## config.mk

```make
export PLATFORM = sky130hd
export DESIGN_NAME = wake_wdog_timer
export DESIGN_NICKNAME = d
export VERILOG_FILES = /design/src/rtl/wkt_pkg.sv /design/src/rtl/wkt_ack_sync.sv /design/src/rtl/wkt_delay_counter.sv /design/src/rtl/wkt_watchdog.sv /design/src/rtl/wkt_pulse_seq.sv /design/src/rtl/wake_wdog_timer.sv
export SDC_FILE = /design/constraint.sdc
export NUM_CORES = 1
export LEC_CHECK = 0
export CAP_MARGIN = 25
export CELL_PAD_IN_SITES_DETAIL_PLACEMENT = 1
export CELL_PAD_IN_SITES_GLOBAL_PLACEMENT = 2
export CORE_MARGIN = 2
export CORE_UTILIZATION = 32
export CTS_CLUSTER_DIAMETER = 100
export DETAILED_ROUTE_END_ITERATION = 8
export DONT_BUFFER_PORTS = 1
export MAX_ROUTING_LAYER = met4
export PLACE_DENSITY = 0.81
export SLEW_MARGIN = 10
export SYNTH_ARGS = -nofsm -noshare
export SYNTH_HDL_FRONTEND = slang
export SYNTH_SLANG_ARGS = --single-unit
export TNS_END_PERCENT = 10
```

## constraint.sdc

```tcl
create_clock -name clk -period 2.6 [get_ports clk]
set_input_delay 0.26 -clock clk [delete_from_list [all_inputs] [get_ports clk]]
set_output_delay 0.26 -clock clk [all_outputs]
set_load 0.05 [all_outputs]
```

## src/rtl/wkt_pkg.sv

```systemverilog
package wkt_pkg;

    localparam int CODE_W     = 3;
    // pulse sequence lengths in ticks (one tick = half base period)
    localparam int WAKE_TICKS = 4;
    localparam int RST_TICKS  = 2;
    localparam int CAL_START  = 1;
    localparam int CAL_TICKS  = 2;

    function automatic int imax(input int a, input int b);
        return (a > b) ? a : b;
    endfunction

    localparam int SEQ_TICKS = imax(WAKE_TICKS, imax(RST_TICKS, CAL_START + CAL_TICKS));
    localparam int PH_W      = (SEQ_TICKS > 1) ? $clog2(SEQ_TICKS) : 1;

    typedef enum logic {
        PK_RESET = 1'b0,
        PK_WAKE  = 1'b1
    } pulse_kind_e;

    typedef struct packed {
        logic              active;
        logic              killed;
        pulse_kind_e       kind;
        logic [PH_W-1:0]   ph;
    } seq_state_t;

    // ticks in one interval: 2 * base * multiplier, multiplier 1,2,4,8,10,16,32,64
    function automatic int unsigned interval_ticks(input logic [CODE_W-1:0] code,
                                                   input int base_log2);
        int unsigned base2;
        base2 = 32'd2 << base_log2;
        if (code == 3'd4)
            return base2 * 10;
        else if (code < 3'd4)
            return base2 << code;
        else
            return base2 << (code - 3'd1);
    endfunction

    function automatic int cnt_width(input int base_log2);
        return base_log2 + 7;
    endfunction

endpackage

```

## src/rtl/wkt_ack_sync.sv

```systemverilog
module wkt_ack_sync #(
    parameter int STAGES = 2
) (
    input  logic clk,
    input  logic rst,
    input  logic tick,
    input  logic ack_in,
    output logic ack_rise
);
    // chain[0..STAGES-1] synchronize, chain[STAGES] holds previous value
    logic [STAGES:0] chain_q;

    always_ff @(posedge clk) begin
        if (rst)
            chain_q <= '0;
        else if (tick)
            chain_q <= {chain_q[STAGES-1:0], ack_in};
    end

    assign ack_rise = chain_q[STAGES-1] & ~chain_q[STAGES];


    ack_single_chk: assert property (@(posedge clk) disable iff (rst)
        (tick && ack_rise) |=> !ack_rise);

endmodule

```

## src/rtl/wkt_delay_counter.sv

```systemverilog
module wkt_delay_counter
    import wkt_pkg::*;
#(
    parameter int BASE_LOG2 = 6
) (
    input  logic              clk,
    input  logic              rst,
    input  logic              pwr_ok,
    input  logic              tick,
    input  logic [CODE_W-1:0] code,
    output logic              expire
);
    localparam int CNT_W = cnt_width(BASE_LOG2);

    logic [CNT_W-1:0]  cnt_q;
    logic [CNT_W-1:0]  last_cnt;
    logic              started_q;
    logic [CODE_W-1:0] code_q;

    always_comb last_cnt = CNT_W'(interval_ticks(code_q, BASE_LOG2) - 1);

    always_ff @(posedge clk or negedge pwr_ok) begin
        if (!pwr_ok) begin
            cnt_q     <= '0;
            started_q <= 1'b0;
            code_q    <= '0;
        end else if (rst) begin
            cnt_q     <= '0;
            started_q <= 1'b0;
            code_q    <= '0;
        end else if (tick) begin
            if (!started_q) begin
                started_q <= 1'b1;
                code_q    <= code;
                cnt_q     <= CNT_W'(1);
            end else if (cnt_q == last_cnt) begin
                cnt_q <= '0;
            end else begin
                cnt_q <= cnt_q + CNT_W'(1);
            end
        end
    end

    assign expire = tick & started_q & (cnt_q == last_cnt);


    cnt_in_range_chk: assert property (@(posedge clk) disable iff (rst || !pwr_ok)
        started_q |-> (cnt_q <= last_cnt));


    code_hold_chk: assert property (@(posedge clk) disable iff (rst || !pwr_ok)
        (started_q && $past(started_q)) |-> $stable(code_q));

endmodule

```

## src/rtl/wkt_watchdog.sv

```systemverilog
module wkt_watchdog (
    input  logic clk,
    input  logic rst,
    input  logic pwr_ok,
    input  logic tick,
    input  logic expire,
    input  logic ack_rise,
    input  logic pulse_live,
    output logic fire_reset,
    output logic kill
);
    logic first_q;
    logic seen_q;

    always_ff @(posedge clk or negedge pwr_ok) begin
        if (!pwr_ok) begin
            first_q <= 1'b1;
            seen_q  <= 1'b0;
        end else if (rst) begin
            first_q <= 1'b1;
            seen_q  <= 1'b0;
        end else if (tick) begin
            if (expire) begin
                first_q <= 1'b0;
                seen_q  <= ack_rise;
            end else if (ack_rise) begin
                seen_q  <= 1'b1;
            end
        end
    end

    assign fire_reset = first_q | ~seen_q;
    assign kill       = tick & ack_rise & ~expire & ~seen_q & pulse_live;


    seen_from_edge_chk: assert property (@(posedge clk) disable iff (rst || !pwr_ok)
        $rose(seen_q) |-> $past(ack_rise));

endmodule

```

## src/rtl/wkt_pulse_seq.sv

```systemverilog
module wkt_pulse_seq
    import wkt_pkg::*;
(
    input  logic clk,
    input  logic rst,
    input  logic pwr_ok,
    input  logic tick,
    input  logic expire,
    input  logic fire_reset,
    input  logic kill,
    output logic wake_pulse,
    output logic mcu_rst_n,
    output logic cal_pulse,
    output logic pulse_live
);
    localparam logic [PH_W-1:0] LAST_PH = PH_W'(SEQ_TICKS - 1);

    seq_state_t st_q, st_d;

    always_comb begin
        st_d = st_q;
        if (expire) begin
            st_d.active = 1'b1;
            st_d.killed = 1'b0;
            st_d.kind   = fire_reset ? PK_RESET : PK_WAKE;
            st_d.ph     = '0;
        end else if (tick && st_q.active) begin
            if (kill)
                st_d.killed = 1'b1;
            if (st_q.ph == LAST_PH)
                st_d.active = 1'b0;
            else
                st_d.ph = st_q.ph + PH_W'(1);
        end
    end

    always_ff @(posedge clk or negedge pwr_ok) begin
        if (!pwr_ok)
            st_q <= '0;
        else if (rst)
            st_q <= '0;
        else
            st_q <= st_d;
    end

    logic live;
    int   ph_i;
    assign live = pwr_ok & st_q.active;
    assign ph_i = 32'(st_q.ph);

    assign wake_pulse = live & (st_q.kind == PK_WAKE) & ~st_q.killed & (ph_i < WAKE_TICKS);
    assign mcu_rst_n  = ~(live & (st_q.kind == PK_RESET) & (ph_i < RST_TICKS));
    assign cal_pulse  = live & ~st_q.killed & (ph_i >= CAL_START) &
                        (ph_i < CAL_START + CAL_TICKS);
    assign pulse_live = wake_pulse | cal_pulse;


    idle_when_off_chk: assert property (@(posedge clk) disable iff (rst)
        !pwr_ok |-> (!wake_pulse && mcu_rst_n && !cal_pulse));


    cal_follows_pulse_chk: assert property (@(posedge clk) disable iff (rst || !pwr_ok)
        $rose(cal_pulse) |-> ($past(wake_pulse) || !$past(mcu_rst_n)));


    wake_rst_excl_chk: assert property (@(posedge clk) disable iff (rst || !pwr_ok)
        wake_pulse |-> mcu_rst_n);

endmodule

```

## src/rtl/wake_wdog_timer.sv

```systemverilog
module wake_wdog_timer
    import wkt_pkg::*;
#(
    parameter int BASE_LOG2   = 6,
    parameter int SYNC_STAGES = 2
) (
    input  logic              clk,
    input  logic              rst,
    input  logic              tick,
    input  logic              pwr_ok,
    input  logic              ack_in,
    input  logic [CODE_W-1:0] delay_code,
    output logic              wake_pulse,
    output logic              mcu_rst_n,
    output logic              cal_pulse
);
    logic ack_rise;
    logic expire;
    logic fire_reset;
    logic kill;
    logic pulse_live;

    wkt_ack_sync #(.STAGES(SYNC_STAGES)) u_sync (
        .clk      (clk),
        .rst      (rst),
        .tick     (tick),
        .ack_in   (ack_in),
        .ack_rise (ack_rise)
    );

    wkt_delay_counter #(.BASE_LOG2(BASE_LOG2)) u_cnt (
        .clk    (clk),
        .rst    (rst),
        .pwr_ok (pwr_ok),
        .tick   (tick),
        .code   (delay_code),
        .expire (expire)
    );

    wkt_watchdog u_wdog (
        .clk        (clk),
        .rst        (rst),
        .pwr_ok     (pwr_ok),
        .tick       (tick),
        .expire     (expire),
        .ack_rise   (ack_rise),
        .pulse_live (pulse_live),
        .fire_reset (fire_reset),
        .kill       (kill)
    );

    wkt_pulse_seq u_seq (
        .clk        (clk),
        .rst        (rst),
        .pwr_ok     (pwr_ok),
        .tick       (tick),
        .expire     (expire),
        .fire_reset (fire_reset),
        .kill       (kill),
        .wake_pulse (wake_pulse),
        .mcu_rst_n  (mcu_rst_n),
        .cal_pulse  (cal_pulse),
        .pulse_live (pulse_live)
    );

endmodule

```

==> results of run 1 <==
[routing by layer]
| layer | share of wire, % | GRT usage, % |
|---|---|---|
| met5 | 0 | - |
| met4 | 1.0 | 3.10 |
| met3 | 1.4 | 1.93 |
| met2 | 49 | 26.2 |
| met1 | 48 | 20.1 |
[layout make-up]
cell class                 count  area (um2)
fill                         656        3340
multi-input combinational    162        1160
sequential                    27         662
timing repair buffer          18         150
tap                           72        90.1
clock buffer                   3        41.3
inverter                       8        30.0
clock inverter                 1        5.00
[sequential cells by signal (all words and copies together) (netlist names)]
name / cells
u_cnt.cnt_q: 13
u_cnt.code_q: 3
u_cnt.started_q: 1
u_seq.ph_i: 2
u_seq.st_q: 3
u_sync.chain_q: 3
u_wdog.first_q: 1
u_wdog.seen_q: 1
[cell usage after synthesis, types with 2 or more instances]
cell type	count
buf_2	2
xnor2_1	4
o311ai_0	9
nand4_2	2
nor4_1	4
or2_2	4
dfrtp_1	23
nor2_1	24
nor3b_1	2
nand3_1	10
nand3b_1	3
a211oi_1	2
o21bai_1	2
nor3_1	7
xor2_1	2
nor2b_1	2
or3_1	4
buf_6	2
dfxtp_1	3
mux2i_1	5
and2_1	5
ha_1	6
o31ai_1	4
o21ai_0	3
nand2b_1	4
a21oi_1	6
inv_1	8
clkbuf_1	6
nand2_1	28
[critical path: cells and delay by family (launching register included)]
| kind | cells | cell delay [ns] |
|---|---|---|
| xor gates and xnor gates | 2 | 0.31 |
| and+or+nand+nor | 3 | 0.45 |
| adders and majority gates | 2 | 0.48 |
| buffers and inverters | 3 | 0.40 |
| DFF | 1 | 0.38 |
| AOI/OAI and AO/OA | 3 | 0.39 |
[timing repair]
action	4_1_cts	5_1_grt
gates resized for setup	5	20
hold endpoints to repair	24	0
setup buffers	0	3
hold buffers	2	0
gates cloned	0	1
endpoints found under the setup margin	11	17
pin swaps	1	5
[final timing paths]
path / start / end
max: u_cnt.code_q[0]$_DFFE_PN0P_ / u_seq.st_q[4]$_DFFE_PN0P_
min: rst / u_cnt.cnt_q[0]$_DFFE_PN0N_
max reg2reg: u_cnt.code_q[0]$_DFFE_PN0P_ / u_seq.st_q[4]$_DFFE_PN0P_
min reg2reg: u_sync.chain_q[2]$_SDFFE_PP0P_ / u_sync.chain_q[2]$_SDFFE_PP0P_
max in group asynchronous: pwr_ok / u_wdog.first_q$_DFFE_PN1P_
min in group asynchronous: pwr_ok / u_cnt.cnt_q[1]$_DFFE_PN0N_
[per-stage QoR]
step / setup slack (ns) / std cells / TNS, ns / total power (uW) / utilization, %
2_1_floorplan: 0.0108 / 207 / 0 / 553 / -
3_3_place_gp: 0.0786 / 281 / 0 / 573 / 35.4
3_5_place_dp: -0.0534 / 281 / -0.246 / 577 / 35.4
4_1_cts: 0.0190 / 287 / 0 / 841 / 37.1
5_1_grt: -0.0224 / 291 / -0.0449 / 906 / 39.0
6_report: 0.127 / 291 / 0 / 863 / 39.0
[cells by family (layout without fill, tap and decap cells)]
group	after synthesis	after routing	synth area share, %
flip-flops	27	27	36.8
AND/OR/NAND/NOR	106	107	31.7
multiplexers	6	6	3.41
AO/OA/AOI/OAI	36	36	15.2
XOR/XNOR	7	7	3.82
adder cells (fa/ha/maj)	6	6	4.17
buffers and inverters	19	30	4.94
[power by group through the flow]
stage	Clock (uW)	Sequential, uW	Combinational [uW]
after global placement	0	442	131
after global routing	266	436	204
after CTS	255	434	152
after detailed placement	0	443	134
final	240	435	188
after floorplan	0	440	113
==> impl_metrics.env, run 1 <==
export IMPL_status="completed"
export IMPL_dp_hpwl_um=3020
export IMPL_end_kind="flop"
export IMPL_ff2ff_path_depth=13
export IMPL_whs_path_depth=1
export IMPL_relSlewSlack_pct=45.8
export IMPL_gp_congestion=0.742
export IMPL_layout_nets=234
export IMPL_root_buffer="clkbuf_8"
export IMPL_dr_pass1_iters=4
export IMPL_power_density_nw_per_um2=404
export IMPL_crit_arrival_ns=2.68
export IMPL_synth_top_cell_area_share_pct=32.0
export IMPL_antenna_found_initial=0
export IMPL_htreeDepth=1
export IMPL_slowest_delay_ns=0.38
export IMPL_die_w_um=79.0
export IMPL_netlist_area_um2=1800
export IMPL_synth_warnings=0
export IMPL_timing_hold_ws_ns=0.0322
export IMPL_final_min_clock_period_ns=2.47
export IMPL_syn_nets=221
export IMPL_min_period_over_period_pct=95.1
export IMPL_r2r_slack_ns=0.13
export IMPL_syn_inst=207
export IMPL_cp_required_ns=2.81
export IMPL_area_growth_pct=18.7
export IMPL_drc=0
export IMPL_grt_pass1_wl_um=7580
export IMPL_critPathMaxFanout=8
export IMPL_cts_tree="built"
export IMPL_path_clk_slew_ns=0.10
export IMPL_antenna_left=0
export IMPL_io_pins=11
export IMPL_cts_made_buffers=3
export IMPL_hp_class="in2reg"
export IMPL_finalSetupViolCount=0
export IMPL_synthArstFlopShare_pct=88.9
export IMPL_design_die_area_um2=6240
export IMPL_tightest_slew_ns=0.810
export IMPL_combPwrFrac_pct=21.7
export IMPL_wirelength_um=4640
export IMPL_grt_overflow_total=0
export IMPL_ys_seq_elements=27
export IMPL_core_rowCount=27
export IMPL_yosys_most_used_dff="dfrtp_1"
export IMPL_grt_total_usage_pct=15.5
export IMPL_maxCapViolCount=0
export IMPL_start_kind="flop"
export IMPL_critPathKind="reg2reg"
export IMPL_crit_chain="inv_2 -> ha_4 -> nand2_2 -> o21bai_1 -> a21oi_1 -> ha_2 -> xnor2_2 -> xnor2_2 -> buf_4 -> nand3_4 -> nor4_4 -> buf_4 -> o21ba_1"
export IMPL_yosysSeqAreaShare_pct=36.8
export IMPL_max_freq_ghz=0.404
export IMPL_postSynthAreaPerCell_um2=8.69
export IMPL_coreArea_um2=5470
export IMPL_wl_per_cell_um=15.9
export IMPL_stdcell_area_um2=2140
export IMPL_dpl_cell_area_um2=1940
export IMPL_grt_max_degree=25
export IMPL_final_cell_mix="27 x nand2_1, 23 x dfrtp_1, 22 x nor2_1, 16 x buf_4, 10 x nand3_1"
export IMPL_crit_slowest_cell="dfrtp_1"
export IMPL_num_antenna_cells=0
export IMPL_clock_latency_ns=0.27
export IMPL_p_leak_uw=0.000879
export IMPL_vias=1531
export IMPL_via_per_inst=5.26
export IMPL_grt_pass1_vias=1617
export IMPL_finalHoldViolCount=0
export IMPL_synth_cell_type_count=50
export IMPL_synth_top_cell_by_area="dfrtp_1"
export IMPL_intPower_uw=608
export IMPL_synth_edf_count=0
export IMPL_finClkSkew_ns=0.0144
export IMPL_pwr_share_seq_pct=50.4
export IMPL_start_util_pct=32.9
export IMPL_clock_path_buffers=2
export IMPL_port_buffers=0
export IMPL_die_y_um=79.0
export IMPL_clock_power_share_pct=27.9
export IMPL_drive_gt1_share_pct=22.8
export IMPL_p_switching_uw=256
export IMPL_slew_violations=0
export IMPL_yosys_top_cells_area="dfrtp_1 32%, nand2_1 5.8%, nor2_1 5.0%"
export IMPL_sw_frac_of_total_pct=29.6
export IMPL_ir_drop_uv=179
export IMPL_final_common_cell="nand2_1"
export IMPL_drt_initial_drc_count=102
export IMPL_clock_sinks=27
(Power assumes the default switching activity.)
==> run 2, diff against run 1 <==
--- a/config.mk
+++ b/config.mk
@@ -18,5 +18,6 @@
 export SLEW_MARGIN = 10
 export SYNTH_ARGS = -nofsm -noshare
 export SYNTH_HDL_FRONTEND = slang
+export SYNTH_HIERARCHICAL = 1
 export SYNTH_SLANG_ARGS = --single-unit
 export TNS_END_PERCENT = 10
==> run 2 against run 1 <==
  * The run now ends with setup timing left
  * Final cell count decreased by 5.8%
  * Non-clock buffer count decreased by 1
  * Final area decreased by 6.3%
  * Worst setup slack got worse by 0.28 ns
  * Highest routed layer unchanged
  * Area after synthesis decreased by 4.9%
  * Synthesized cell count decreased by 6.8%
  * Hold slack improved by 0.0037 ns
==> impl_metrics.env, run 2 <==
export IMPL_dp_hpwl_um=2840
export IMPL_whs_path_depth=1
export IMPL_ys_seq_elements=27
export IMPL_gp_congestion=0.753
export IMPL_drc=0
export IMPL_start_kind="flop"
export IMPL_cp_required_ns=2.77
export IMPL_ff2ff_path_depth=13
export IMPL_final_min_clock_period_ns=2.75
export IMPL_syn_inst=193
export IMPL_vias=1401
export IMPL_postSynthAreaPerCell_um2=8.87
export IMPL_tns_ns=-0.883
export IMPL_coreArea_um2=5140
export IMPL_netlist_area_um2=1710
export IMPL_status="complete, but fails checks"
export IMPL_finalHoldViolCount=0
export IMPL_dp_cells=266
export IMPL_htreeDepth=1
export IMPL_synth_top_cell_area_share_pct=33.6
export IMPL_finalSetupViolCount=13
export IMPL_grt_max_degree=25
export IMPL_power_density_nw_per_um2=400
export IMPL_root_buffer="clkbuf_8"
export IMPL_port_buffers=0
export IMPL_antenna_found_initial=0
export IMPL_core_rowCount=26
export IMPL_synth_most_common_cell="nor2_1"
export IMPL_finClkSkew_ns=0.00725
export IMPL_wl_per_cell_um=15.2
export IMPL_top_register="u_cnt/cnt_q"
export IMPL_dr_pass1_iters=4
export IMPL_synth_edf_count=0
export IMPL_violations="setup timing"
export IMPL_largest_reg_flops=13
export IMPL_ir_drop_uv=204
export IMPL_die_w_um=77.1
export IMPL_yosysSeqAreaShare_pct=38.7
export IMPL_timing_hold_ws_ns=0.0359
export IMPL_clock_latency_ns=0.28
export IMPL_synthArstFlopShare_pct=88.9
export IMPL_max_freq_ghz=0.363
export IMPL_design_die_area_um2=5950
export IMPL_yosys_most_used_dff="dfrtp_1"
export IMPL_start_util_pct=33.3
export IMPL_grt_pass1_vias=1460
export IMPL_p_leak_uw=0.000793
export IMPL_clock_sinks=27
export IMPL_cts_tree="built"
export IMPL_grt_pass1_wl_um=7160
export IMPL_clock_path_buffers=2
export IMPL_syn_nets=207
export IMPL_hp_class="in2reg"
export IMPL_wirelength_um=4170
export IMPL_synth_cell_type_count=53
export IMPL_io_pins=11
export IMPL_rsz0062_at_grt="true"
export IMPL_synth_top_cell_by_area="dfrtp_1"
export IMPL_end_kind="flop"
export IMPL_relSlewSlack_pct=47.7
export IMPL_maxCapViolCount=0
export IMPL_critPathKind="reg2reg"
export IMPL_grt_overflow_total=0
export IMPL_min_period_over_period_pct=106
export IMPL_crit_arrival_ns=2.92
export IMPL_antenna_left=0
export IMPL_slew_violations=0
export IMPL_die_y_um=77.1
export IMPL_n_fill_cell=634
export IMPL_path_clk_slew_ns=0.09
export IMPL_drive_gt1_share_pct=20.6
export IMPL_synth_warnings=6
export IMPL_num_antenna_cells=0
export IMPL_worst_slack_ns=-0.153
export IMPL_grt_total_usage_pct=15.1
export IMPL_critPathMaxFanout=6
export IMPL_drt_initial_drc_count=45
export IMPL_final_cell_mix="23 x nor2_1, 23 x dfrtp_1, 19 x nand2_1, 14 x buf_4, 10 x nor3_1"
export IMPL_area_growth_pct=16.9
export IMPL_synth_commonest_cells="24 x nor2_1, 23 x dfrtp_1, 19 x nand2_1"
export IMPL_cts_made_buffers=3
export IMPL_tightest_slew_ns=0.781
export IMPL_yosys_top_cells_area="dfrtp_1 34%, nor2_1 5.3%, ha_1 4.4%"
export IMPL_via_per_inst=5.11
export IMPL_layout_nets=219
export IMPL_stdcell_count=274
==> run 2: changes by cell type after synthesis, moves of 3 or more <==
cell / previous run / this run
o311ai_0: 9 / 0
nor4_1: 4 / 0
o211ai_1: 1 / 4
o31ai_1: 4 / 1
and2_1: 5 / 1
nand2_1: 28 / 19
a31oi_1: 1 / 5
nor3_1: 7 / 10
nand4_1: 1 / 4
==> run 2: cells by family (layout without fill, tap and decap cells) <==
| kind of cell | count (synthesis) | count (layout) | share of synthesized area [%] |
|---|---|---|---|
| fa+ha+maj | 6 | 6 | 4.39 |
| buf+inv | 19 | 30 | 5.63 |
| mux | 8 | 8 | 4.82 |
| flops | 27 | 27 | 38.7 |
| compound gates | 37 | 37 | 16.4 |
| xor+xnor | 5 | 5 | 2.56 |
| simple gates | 91 | 91 | 27.5 |
==> run 2: what timing repair did <==
item                                    CTS  global route
hold endpoints to repair                 24             0
hold buffers                              2             0
pin swaps                                 1             1
endpoints found under the setup margin   17            17
buffers inserted                          1             1
gates resized for setup                   4             4
==> run 2: final cells by class <==
| cell class | instances | area, um2 | area share [%] |
|---|---|---|---|
| Sequential cell | 27 | 662 | 33.1 |
| Inverter | 9 | 38.8 | 1.94 |
| Multi-Input combinational cell | 147 | 1020 | 51.0 |
| Clock buffer | 3 | 41.3 | 2.06 |
| Tap cell | 70 | 87.6 | 4.38 |
| Timing Repair Buffer | 17 | 146 | 7.32 |
| Clock inverter | 1 | 5.00 | 0.250 |
==> run 2: worst max-delay path, cell delays in order (launching register included) <==
cell,delay (ns)
dfrtp_1,0.39
inv_2,0.12
ha_4,0.22
a31o_2,0.20
a22oi_2,0.20
ha_4,0.23
xor2_1,0.13
o211ai_1,0.10
or4_4,0.47
nor2_4,0.18
buf_4,0.14
nor4b_2,0.04
a31oi_1,0.16
nor3_1,0.06
==> run 2: worst paths after layout <==
path,startpoint,endpoint,slack (ns)
max,u_cnt/code_q[0]$_DFFE_PN0P_,u_seq/st_q[3]$_DFFE_PN0P_,-0.15
min,rst,u_wdog/seen_q$_DFFE_PN0P_,0.04
max reg2reg,u_cnt/code_q[0]$_DFFE_PN0P_,u_seq/st_q[3]$_DFFE_PN0P_,-0.15
min reg2reg,u_sync/chain_q[0]$_SDFFE_PP0P_,u_sync/chain_q[0]$_SDFFE_PP0P_,0.51
max in group asynchronous,pwr_ok,u_wdog/first_q$_DFFE_PN1P_,1.96
min in group asynchronous,pwr_ok,u_cnt/cnt_q[9]$_DFFE_PN0P_,0.40
==> run 2: power breakdown <==
| part | internal [uW] | switching [uW] | leakage, uW |
|---|---|---|---|
| sequential | 426 | 7.33 | 0.000352 |
| clock | 108 | 138 | 0.0000255 |
| combinational | 59.8 | 60.8 | 0.000416 |
| total | 594 | 206 | 0.000793 |
==> run 2: routing by layer <==
metal  vias up  global-route usage (%)  wire length, um
met2         8                    25.0             2110
met5         -                       -                0
li1        702                       -                -
met1       689                    20.0             1970
met3         2                    1.88               76
met4         0                    3.21               19
==> run 2: per-stage QoR <==
stage	power [uW]	utilization (%)	instance area, um2	setup slack [ns]
4_1_cts	804	38.4	1970	-0.140
5_1_grt	841	38.9	2000	-0.279
2_1_floorplan	515	-	1760	-0.351
6_report	800	38.9	2000	-0.153
3_3_place_gp	535	36.4	1870	-0.138
3_5_place_dp	539	36.4	1870	-0.278
==> run 3, diff against run 2 <==
--- a/config.mk
+++ b/config.mk
@@ -15,9 +15,9 @@
 export DONT_BUFFER_PORTS = 1
 export MAX_ROUTING_LAYER = met4
 export PLACE_DENSITY = 0.81
+export RECOVER_POWER = 50
 export SLEW_MARGIN = 10
 export SYNTH_ARGS = -nofsm -noshare
 export SYNTH_HDL_FRONTEND = slang
-export SYNTH_HIERARCHICAL = 1
 export SYNTH_SLANG_ARGS = --single-unit
 export TNS_END_PERCENT = 10
==> run 3 against run 2 <==
  * The flow now finishes without violations
  * Largest cell class unchanged
  * First-iteration DRC count rose by 140%
  * Highest routed layer unchanged
  * Die area up 4.9%
  * Final area rose by 5.9%
  * Global-route usage increased by 0.36 points
  * Non-clock buffer count rose by 1
  * Sequential cell count is the same
  * Hold slack got worse by 0.0029 ns
==> impl_metrics.env, run 3 (synthesis gave the netlist of run 1 again) <==
export IMPL_layout_nets=234
export IMPL_whs_path_depth=1
export IMPL_wl_per_cell_um=15.9
export IMPL_crit_arrival_ns=2.68
export IMPL_finClkSkew_ns=0.0134
export IMPL_worstReg2RegEnd="u_seq.st_q[4]$_DFFE_PN0P_"
export IMPL_ir_drop_uv=179
export IMPL_clock_sinks=27
export IMPL_grt_overflow_total=0
export IMPL_start_kind="flop"
export IMPL_clock_latency_ns=0.27
export IMPL_top_usage_layer="met2"
export IMPL_final_cell_mix="27 x nand2_1, 23 x dfrtp_1, 22 x nor2_1, 16 x buf_4, 10 x nand3_1"
export IMPL_slowest_delay_ns=0.38
export IMPL_place_ws_ns=-0.0534
export IMPL_dr_pass1_iters=4
export IMPL_crit_slowest_cell="dfrtp_1"
export IMPL_wirelength_um=4630
export IMPL_use_met1_pct=20.1
export IMPL_multi_input_comb_area_um2=1160
export IMPL_core_rowCount=27
export IMPL_hold_start="rst"
export IMPL_min_period_over_period_pct=94.9
export IMPL_whs_endpoint="u_cnt.cnt_q[6]$_DFFE_PN0N_"
export IMPL_drc=0
export IMPL_hp_class="in2reg"
export IMPL_io_pins=11
export IMPL_grt_max_degree=25
export IMPL_start_util_pct=32.9
export IMPL_coreArea_um2=5470
export IMPL_root_buffer="clkbuf_8"
export IMPL_power_density_nw_per_um2=405
export IMPL_gr_usage_met3_pct=1.93
export IMPL_path_clk_slew_ns=0.10
export IMPL_port_buffers=0
export IMPL_finalHoldViolCount=0
export IMPL_worst_slack_ns=0.132
export IMPL_grt_pass1_wl_um=7580
export IMPL_r2r_slack_ns=0.13
export IMPL_num_antenna_cells=0
export IMPL_antenna_found_initial=0
export IMPL_relSlewSlack_pct=8.79
export IMPL_critPathKind="reg2reg"
export IMPL_finalSetupViolCount=0
export IMPL_grt_pass1_vias=1617
export IMPL_crit_chain="inv_2 -> ha_4 -> nand2_2 -> o21bai_1 -> a21oi_1 -> ha_2 -> xnor2_2 -> xnor2_2 -> buf_4 -> nand3_4 -> nor4_4 -> buf_4 -> o21ba_1"
export IMPL_cp_required_ns=2.81
export IMPL_area_growth_pct=17.8
export IMPL_cts_tree="built"
export IMPL_dp_hpwl_um=3020
export IMPL_top_register="u_cnt.cnt_q"
export IMPL_vias=1537
export IMPL_final_min_clock_period_ns=2.47
export IMPL_end_kind="flop"
export IMPL_via_per_inst=5.28
export IMPL_global_route_usage_met2_pct=26.2
export IMPL_largest_reg_flops=13
export IMPL_drive_gt1_share_pct=22.4
export IMPL_crit_reg2reg_launch="u_cnt.code_q[0]$_DFFE_PN0P_"
export IMPL_ff2ff_path_depth=13
export IMPL_grt_total_usage_pct=15.5
export IMPL_drt_initial_drc_count=107
export IMPL_seq_area_um2=662
export IMPL_gp_congestion=0.742
export IMPL_htreeDepth=1
export IMPL_power_uw=858
export IMPL_status="completed"
export IMPL_timing_hold_ws_ns=0.0330
export IMPL_antenna_left=0
export IMPL_n_fill_cell=657
export IMPL_maxCapViolCount=0
export IMPL_final_common_cell="nand2_1"
export IMPL_die_w_um=79.0
export IMPL_critPathMaxFanout=8
export IMPL_cts_made_buffers=3
export IMPL_dpl_cell_area_um2=1940
export IMPL_die_y_um=79.0
export IMPL_clock_path_buffers=2
export IMPL_max_freq_ghz=0.405
export IMPL_p_leak_uw=0.000871
export IMPL_tightest_slew_ns=1.37
export IMPL_stdcell_area_um2=2120
export IMPL_tns_ns=0
export IMPL_slew_violations=0
export IMPL_design_die_area_um2=6240
run 3: cell count changes in the layout (fill, tap and decap cells not counted), moves of 3 or more:
cell / before / now
nand4_1: 4 / 1
nand2_1: 19 / 27
o211ai_1: 4 / 1
a31oi_1: 5 / 1
o31ai_1: 1 / 4
and2_1: 1 / 5
o311ai_1: 0 / 8
nor3_1: 10 / 7
run 3: critical path: cells and delay by family, from the launching register on:
| kind | cells | cell delay [ns] |
|---|---|---|
| fa+ha+maj | 2 | 0.48 |
| simple gates | 3 | 0.45 |
| buf+inv | 3 | 0.40 |
| compound gates | 3 | 0.39 |
| flops | 1 | 0.38 |
| xor+xnor | 2 | 0.31 |
run 3: power by group:
| part | switching, uW | internal, uW | leakage [uW] |
|---|---|---|---|
| Combinational | 112 | 71.3 | 0.000494 |
| Clock | 132 | 107 | 0.0000255 |
| Sequential | 8.78 | 426 | 0.000352 |
| Total | 253 | 605 | 0.000871 |
run 3: worst max path at each step:
| stage | depth (start not counted) | slack [ns] | endpoint | start |
|---|---|---|---|---|
| 4_1_cts | 11 | 0.02 | u_cnt.cnt_q[10]$_DFFE_PN0N_ | u_cnt.code_q[0]$_DFFE_PN0P_ |
| 5_1_grt | 11 | -0.02 | u_cnt.cnt_q[7]$_DFFE_PN0N_ | u_cnt.code_q[0]$_DFFE_PN0P_ |
| 3_3_place_gp | 11 | 0.08 | u_seq.st_q[2]$_DFFE_PN0N_ | u_cnt.code_q[0]$_DFFE_PN0P_ |
| 6_report | 13 | 0.13 | u_seq.st_q[4]$_DFFE_PN0P_ | u_cnt.code_q[0]$_DFFE_PN0P_ |
| 3_5_place_dp | 11 | -0.05 | u_seq.st_q[4]$_DFFE_PN0P_ | u_cnt.code_q[0]$_DFFE_PN0P_ |
| 2_1_floorplan | 12 | 0.01 | u_cnt.cnt_q[10]$_DFFE_PN0N_ | u_cnt.code_q[0]$_DFFE_PN0P_ |
run 3: layout make-up:
type	count	share of cell area (%)
multi-input cells	162	54.6
flip-flops and latches	27	31.2
repair buffers	18	6.32
well taps	72	4.25
clock buffers	3	1.95
inverters	8	1.42
clock inverters	1	0.236
run 3: timing repair:
action,CTS,global route
endpoints found under the setup margin,11,17
pin swaps,1,5
hold buffers,2,0
hold endpoints to repair,24,0
setup buffers,0,3
gates resized for setup,5,20
cloned,0,1
run 3: metrics by stage:
| step | util, % | instances |
|---|---|---|
| after floorplan | - | 207 |
| after global placement | 35.4 | 281 |
| after detailed placement | 35.4 | 281 |
| after CTS | 37.1 | 287 |
| after global routing | 38.7 | 291 |
| final | 38.7 | 291 |
run 3: layer usage:
metal | vias to the layer above | routed length, um
met5 | - | 0
met4 | 0 | 47
met3 | 4 | 89
met2 | 15 | 2310
met1 | 755 | 2180
li1 | 763 | -
